<file path="config.mk">
export PLATFORM = sky130hd
export DESIGN_NAME = reel_unit
export DESIGN_NICKNAME = d
export VERILOG_FILES = /design/src/rtl/reel_pkg.sv /design/src/rtl/reel_ctrl.sv /design/src/rtl/reel_datapath.sv /design/src/rtl/reel_unit.sv
export SDC_FILE = /design/constraint.sdc
export NUM_CORES = 1
export LEC_CHECK = 0
export ABC_AREA = 0
export CAP_MARGIN = 10
export CORE_AREA = 3 3 40 42
export DETAILED_ROUTE_END_ITERATION = 10
export DIE_AREA = 0 0 43 45
export GPL_TIMING_DRIVEN = 0
export PLACE_DENSITY = 0.47
export SLEW_MARGIN = 20
export SYNTH_ARGS = -nofsm -noshare
export SYNTH_HDL_FRONTEND = slang
export SYNTH_SLANG_ARGS = --single-unit
export TNS_END_PERCENT = 20
</file>
<file path="constraint.sdc">
create_clock -name clk -period 2.7 [get_ports clk]
set_input_delay 0.54 -clock clk [delete_from_list [all_inputs] [get_ports clk]]
set_output_delay 0.54 -clock clk [all_outputs]
set_load 0.03 [all_outputs]
</file>
<file path="src/rtl/reel_pkg.sv">
package reel_pkg;
  localparam int POS_W = 2;
  localparam int SEG_N = 7;
  localparam int PHASE_W = 2;

  typedef enum logic [PHASE_W-1:0] {
    PH_IDLE   = 2'd0,
    PH_INIT   = 2'd1,
    PH_SPIN   = 2'd2,
    PH_PAYOUT = 2'd3
  } phase_e;

  typedef struct packed {
    logic clear;
    logic advance;
    logic halt;
  } reel_strobe_t;

  function automatic logic [SEG_N-1:0] glyphOf(input logic [POS_W-1:0] pos);
    logic [SEG_N-1:0] s;
    case (pos)
      2'd0:    s = 7'b1110011;
      2'd1:    s = 7'b1010000;
      2'd2:    s = 7'b0011110;
      default: s = 7'b0000110;
    endcase
    return s;
  endfunction
endpackage

</file>
<file path="src/rtl/reel_ctrl.sv">
module reel_ctrl
  import reel_pkg::*;
(
  input  logic [PHASE_W-1:0] gameState,
  input  logic               stopBtn,
  input  logic               haltFlag,
  output reel_strobe_t       strobe
);
  phase_e phase;

  always_comb begin
    phase = phase_e'(gameState);
    strobe = '0;
    unique case (phase)
      PH_INIT: strobe.clear = 1'b1;
      PH_SPIN: begin
        strobe.halt    = stopBtn;
        strobe.advance = !stopBtn && !haltFlag;
      end
      default: strobe = '0;
    endcase
  end
endmodule

</file>
<file path="src/rtl/reel_datapath.sv">
module reel_datapath
  import reel_pkg::*;
(
  input  logic             clk,
  input  logic             rst,
  input  reel_strobe_t     strobe,
  output logic [POS_W-1:0] posQ,
  output logic             haltFlag,
  output logic [SEG_N-1:0] segs
);
  always_ff @(posedge clk) begin
    if (rst || strobe.clear) begin
      posQ     <= '0;
      haltFlag <= 1'b0;
    end else begin
      if (strobe.advance) posQ <= posQ + 1'b1;
      if (strobe.halt)    haltFlag <= 1'b1;
    end
  end

  always_comb segs = glyphOf(posQ);
endmodule

</file>
<file path="src/rtl/reel_unit.sv">
module reel_unit
  import reel_pkg::*;
(
  input  logic               clk,
  input  logic               rst,
  input  logic [PHASE_W-1:0] gameState,
  input  logic               stopBtn,
  output logic [POS_W-1:0]   reelVal,
  output logic [SEG_N-1:0]   segOut,
  output logic               stopped
);
  reel_strobe_t strobe;
  logic haltFlag;

  reel_ctrl u_ctrl (
    .gameState(gameState),
    .stopBtn(stopBtn),
    .haltFlag(haltFlag),
    .strobe(strobe)
  );

  reel_datapath u_dp (
    .clk(clk),
    .rst(rst),
    .strobe(strobe),
    .posQ(reelVal),
    .haltFlag(haltFlag),
    .segs(segOut)
  );

  assign stopped = haltFlag;
endmodule

</file>
==> metrics, run 1 <==
status=finished clean; total CTS buffers=3; Iter 0 DRT Violations=1; pin count of the biggest net entering global routing=8; count of cells resized by post-cts repair=0; Crit. End Element=output pin; P&R area growth vs syn=73.27%; share of layout cells above drive strength 1=0.1250; Die Wd=43 um; worst-case reg-to-reg path depth=5; routed vias=265; core area=1285 um2; Finished Layout Cells=63; min-delay worst type=reg2reg; H-tree lvl count=1; Peak VDD IR=156.7 uV; first-pass GRT wire length=938 um; reg2reg start=u_dp.posQ[0]; worst flop-to-flop path endpoint=u_dp.posQ[1]; Max Cap Violations=0; CTS tree=done; Worst-Margin Slew=between 0.3 and 0.4 ns; final count of pins violating max slew=0; CTS sink cnt=3; Pleak=0.1794 nW; Bufs and invs on worst path=2; wirelength, routed=585 um; total die area=approximately 1900 um2; syn avg cell area=around 8.4 um2; r2r setup slk=1.28 ns; Synth cell types=14; die span in y=45 um; type of the worst setup path=reg2out; cts hold-fix bufs=0; ant diodes=0; clock skew=0.005985 ns; Setup violations, final=0; CTS root buf=clkbuf_4; Post-Route Setup TNS=0 ns; DRC errors left=0; RD Place Congestion=0.6280; DRT Pass-1 Iters=2; total track usage=0.06656; Post-Syn Instances=30; Final #Nets=60; cell family with most CP delay=buffers and inverters; Hold Crit Depth=2; RSZ-0062 raised after global routing=no; worst path arrival time=1.90 ns; Rows=13; nature of the critical path startpoint=flop; Mapped Area=252.7 um2; Post-CTS Setup Bufs=0; clk_lat worst skew=0.23 ns; initial antenna violation count=0; Routed Antenna Nets=0; hold worst-path end=u_dp.haltFlag; Slew HR=0.7926; cell area power density=380.8 nW/um2; CP Cell Sequence=inv_1 > ha_1 > or2_2 > clkdlybuf4s50_1; vias in the first global route=248; Buffers on Ports=14; Yosys reg bits=3; cell total after placement=59; Slowest cell on crit path=clkdlybuf4s50_1; IO Pins=15; GR Overflow Total=0; hpwl dp=477.8 um; Fin. Hold Viols=0; Synth Net Count=41; via/cell ratio=4.206; Syn. warnings=0; Worst-path clk slew=0.04 ns; initial core utilization=0.1967; placed instance area=411.6 um2; final period utilization=0.9050; Seq/Total Area, Yosys=0.2376; fin area=437.9 um2; Max Buffers Root-to-Sink=2; Final min period=2.444 ns; Fmax=between 0.4 and 0.5 GHz; hold wc startpoint=u_dp.haltFlag; CP Max Fanout=7; WP data required=2.16 ns; Critical Path Max Stage Delay=0.59 ns; Avg WL per Cell=9.286 um
## worst max-delay path by stage
stage,startpoint,endpoint,slack [ns],cells past startpoint
floorplan,u_dp.posQ[0],segOut[2],0.68,3
global placement,u_dp.posQ[0],segOut[2],0.48,4
detailed placement,u_dp.posQ[0],segOut[2],0.48,4
CTS,u_dp.posQ[0],segOut[2],0.23,4
global route,u_dp.posQ[0],segOut[2],0.14,4
finish,u_dp.posQ[0],segOut[2],0.26,4
## through the flow
stage	power [mW]	hold WS [ns]	util	worst slack (ns)
3_5_place_dp	0.08904	0.5418	0.3204	0.4753
4_1_cts	0.1697	0.5500	0.3408	0.2282
6_report	0.1668	0.5476	0.3408	0.2564
5_1_grt	0.1726	0.5803	0.3408	0.1417
2_1_floorplan	0.06940	0.6091	-	0.6831
3_3_place_gp	0.08788	0.5340	0.3204	0.4768
## cell usage after synthesis
| cell type | instances | area (um2) |
|---|---|---|
| a21oi_1 | 2 | 10.01 |
| buf_4 | 1 | 7.510 |
| dfxtp_1 | 3 | 60.06 |
| ha_1 | 6 | 75.07 |
| inv_1 | 6 | 22.52 |
| nand2_1 | 1 | 3.750 |
| nand3_1 | 1 | 5.000 |
| nor2_1 | 2 | 7.510 |
| nor4b_1 | 1 | 8.760 |
| o21ai_0 | 1 | 5.000 |
| o31ai_1 | 1 | 7.510 |
| o32a_1 | 1 | 10.01 |
| o32ai_1 | 2 | 17.52 |
| or2_2 | 2 | 12.51 |
## per-layer routing
metal | part of all wire | routed length [um] | up-vias | GRT usage
met5 | 0 | 0 | - | 0
met4 | 0 | 0 | 0 | 0.05422
met3 | 0.089 | 52 | 0 | 0.01195
met2 | 0.51 | 299 | 12 | 0.1257
met1 | 0.40 | 232 | 116 | 0.06250
li1 | - | - | 137 | -
## layout by cell type (no fill, tap or decap)
cell / count
clkdlybuf4s50_1: 14
inv_1: 6
ha_1: 6
clkbuf_4: 3
dfxtp_1: 3
nor2_1: 2
or2_2: 2
a21oi_1: 2
o32ai_1: 2
o31ai_1: 1
nor4b_1: 1
nand3_1: 1
o21ai_0: 1
nand2_1: 1
o32a_1: 1
buf_4: 1
clkbuf_1: 1
## tightest hold or removal path, cell delays in order, from the launching register on
cell and delay, ns:
dfxtp_1 0.34, o21ai_0 0.09, a21oi_1 0.06
## layout make-up
class                      count  area (um2)
multi-input combinational     20       162.7
tap                           15       18.77
sequential                     3       60.06
buffer                         1       7.507
fill                         144       847.1
timing repair buffer          14       140.1
clock buffer                   4       26.28
inverter                       6       22.52
## power breakdown
| group | switching [mW] | internal (mW) |
|---|---|---|
| Clock | 0.0235 | 0.0554 |
| Sequential | 0.00238 | 0.0461 |
| Combinational | 0.0205 | 0.0189 |
## state kept, by name, indices dropped and copies added (netlist names)
register / cells
u_dp.posQ: 2
u_dp.haltFlag: 1
## cell families (layout without fill, tap and decap cells)
logic type / after synthesis / in the layout / share of synthesized area
simple gates: 7 / 7 / 0.1485
flops: 3 / 3 / 0.2376
buf+inv: 7 / 25 / 0.1188
fa+ha+maj: 6 / 6 / 0.2970
compound gates: 7 / 7 / 0.1980
Power figures use the tool's default switching activity.
==> inputs of run 2 (changes only) <==
--- a/config.mk
+++ b/config.mk
@@ -12,6 +12,7 @@
 export DIE_AREA = 0 0 43 45
 export GPL_TIMING_DRIVEN = 0
 export PLACE_DENSITY = 0.47
+export SETUP_SLACK_MARGIN = 0.1
 export SLEW_MARGIN = 20
 export SYNTH_ARGS = -nofsm -noshare
 export SYNTH_HDL_FRONTEND = slang
==> results of run 2 <==
The final DEF is identical to that of run 1; final timing and power are the same.
==> inputs of run 3 (changes only) <==
--- a/config.mk
+++ b/config.mk
@@ -7,9 +7,9 @@
 export LEC_CHECK = 0
 export ABC_AREA = 0
 export CAP_MARGIN = 10
-export CORE_AREA = 3 3 40 42
+export CORE_AREA = 2 2 39 41
 export DETAILED_ROUTE_END_ITERATION = 10
-export DIE_AREA = 0 0 43 45
+export DIE_AREA = 0 0 41 43
 export GPL_TIMING_DRIVEN = 0
 export PLACE_DENSITY = 0.47
 export SETUP_SLACK_MARGIN = 0.1
==> metrics, run 3 (synthesized netlist as in run 1, its figures left out) <==
status=finished clean; Biggest register=u_dp.posQ; Buffers on Ports=14; Pleak=~0.18 nW; share of layout cells above drive strength 1=0.1250; Iter 0 DRT Violations=3; initial antenna violation count=0; RD Place Congestion=0.6627; cts hold-fix bufs=0; total power=0.1670 mW; nature of the critical path startpoint=flop; core area=1384 um2; total CTS buffers=3; Die Wd=41 um; RSZ-0062 raised after global routing=no; min-delay worst type=reg2reg; count of cells resized by post-cts repair=0; Slew HR=0.7966; IO Pins=15; Post-Route Setup TNS=0 ns; DRC errors left=0; H-tree lvl count=1; Fillers=~150; CTS tree=done; Crit. End Element=output pin; GR Overflow Total=0; Fin. Hold Viols=0; WP data required=2.16 ns; commonest cells after routing, fill and taps aside=clkdlybuf4s50_1 (14), inv_1 (6), ha_1 (6), clkbuf_4 (3), dfxtp_1 (3); ant diodes=0; sequential cell area=60.06 um2; max reg flops=2; via/cell ratio=4.047; Post-CTS Setup Bufs=0; vias in the first global route=181; Fmax=0.4107 GHz; Final min period=roughly 2.4 ns; DRT Pass-1 Iters=3; final core occ=0.3174; CP Max Fanout=7; Final #Nets=60; Worst-Margin Slew=between 0.3 and 0.4 ns; routed vias=259; clk_lat worst skew=0.23 ns; type of the worst setup path=reg2out; Avg WL per Cell=8.016 um; multi-input gate area in the final layout=~160 um2; wirelength, routed=between 500 and 600 um; Worst-path clk slew=0.04 ns; cell area power density=380.3 nW/um2; hpwl dp=416.8 um; Max Cap Violations=0; total track usage=0.07222; top flop regs=u_dp.posQ x2, u_dp.haltFlag x1; Max Buffers Root-to-Sink=2; die span in y=43 um; final hold slack=0.5352 ns; total die area=1763 um2; CTS root buf=clkbuf_4; Rows=14; initial core utilization=0.1826; commonest non-fill, non-tap cell in the layout=clkdlybuf4s50_1; Setup violations, final=0; pin count of the biggest net entering global routing=8; clock skew=0.001949 ns; Routed Antenna Nets=0; first-pass GRT wire length=752 um; worst path arrival time=1.90 ns; Peak VDD IR=160.0 uV; final count of pins violating max slew=0; final period utilization=0.9019; P&R area growth vs syn=73.76%; CTS sink cnt=3
==> run 3: cell counts in the layout (fill, tap and decap cells not counted) <==
No cell type changed its count.
==> run 3: worst paths after layout <==
path / start / end / slack (ns) / depth (start not counted)
worst max register to register: u_dp.posQ[0] / u_dp.posQ[1] / 1.30 / 5
worst min-delay path: u_dp.haltFlag / u_dp.haltFlag / 0.54 / 2
worst min register to register: u_dp.haltFlag / u_dp.haltFlag / 0.54 / 2
worst max-delay path: u_dp.posQ[0] / segOut[2] / 0.26 / 4
==> run 3: where the power goes <==
| group | internal, mW | total, mW | switching [mW] |
|---|---|---|---|
| Sequential | 0.0461 | 0.0483 | 0.00225 |
| Combinational | 0.0188 | 0.0389 | 0.0200 |
| Clock | 0.0555 | 0.0798 | 0.0243 |
| Total | 0.120 | 0.167 | 0.0466 |
==> run 3: routing by layer <==
layer | share of wire | GRT usage | up-vias
met5 | 0 | 0 | -
met4 | 0 | 0.08000 | 0
met3 | 0.076 | 0.04712 | 0
met2 | 0.48 | 0.08750 | 11
met1 | 0.44 | 0.07372 | 110
li1 | - | - | 138
==> run 3: layout make-up <==
type                       instances  area share
multi-input combinational         20      0.3704
buffer                             1     0.01709
inverter                           6     0.05128
timing repair buffer              14      0.3191
sequential                         3      0.1368
tap                               16     0.04558
clock buffer                       4     0.05983
==> run 3: per-stage QoR <==
stage                     setup slack, ns  std cells  area [um2]
after global routing               0.1407         64       439.2
final                              0.2649         64       439.2
after CTS                          0.2204         64       439.2
after detailed placement           0.4811         60       412.9
after global placement             0.4864         60       412.9
after floorplan                    0.6831         30       252.7
==> run 3: worst max-delay path, stage by stage, from the launching register on <==
cell	delay (ns)
dfxtp_1	0.44
inv_1	0.14
ha_1	0.22
or2_2	0.27
clkdlybuf4s50_1	0.59
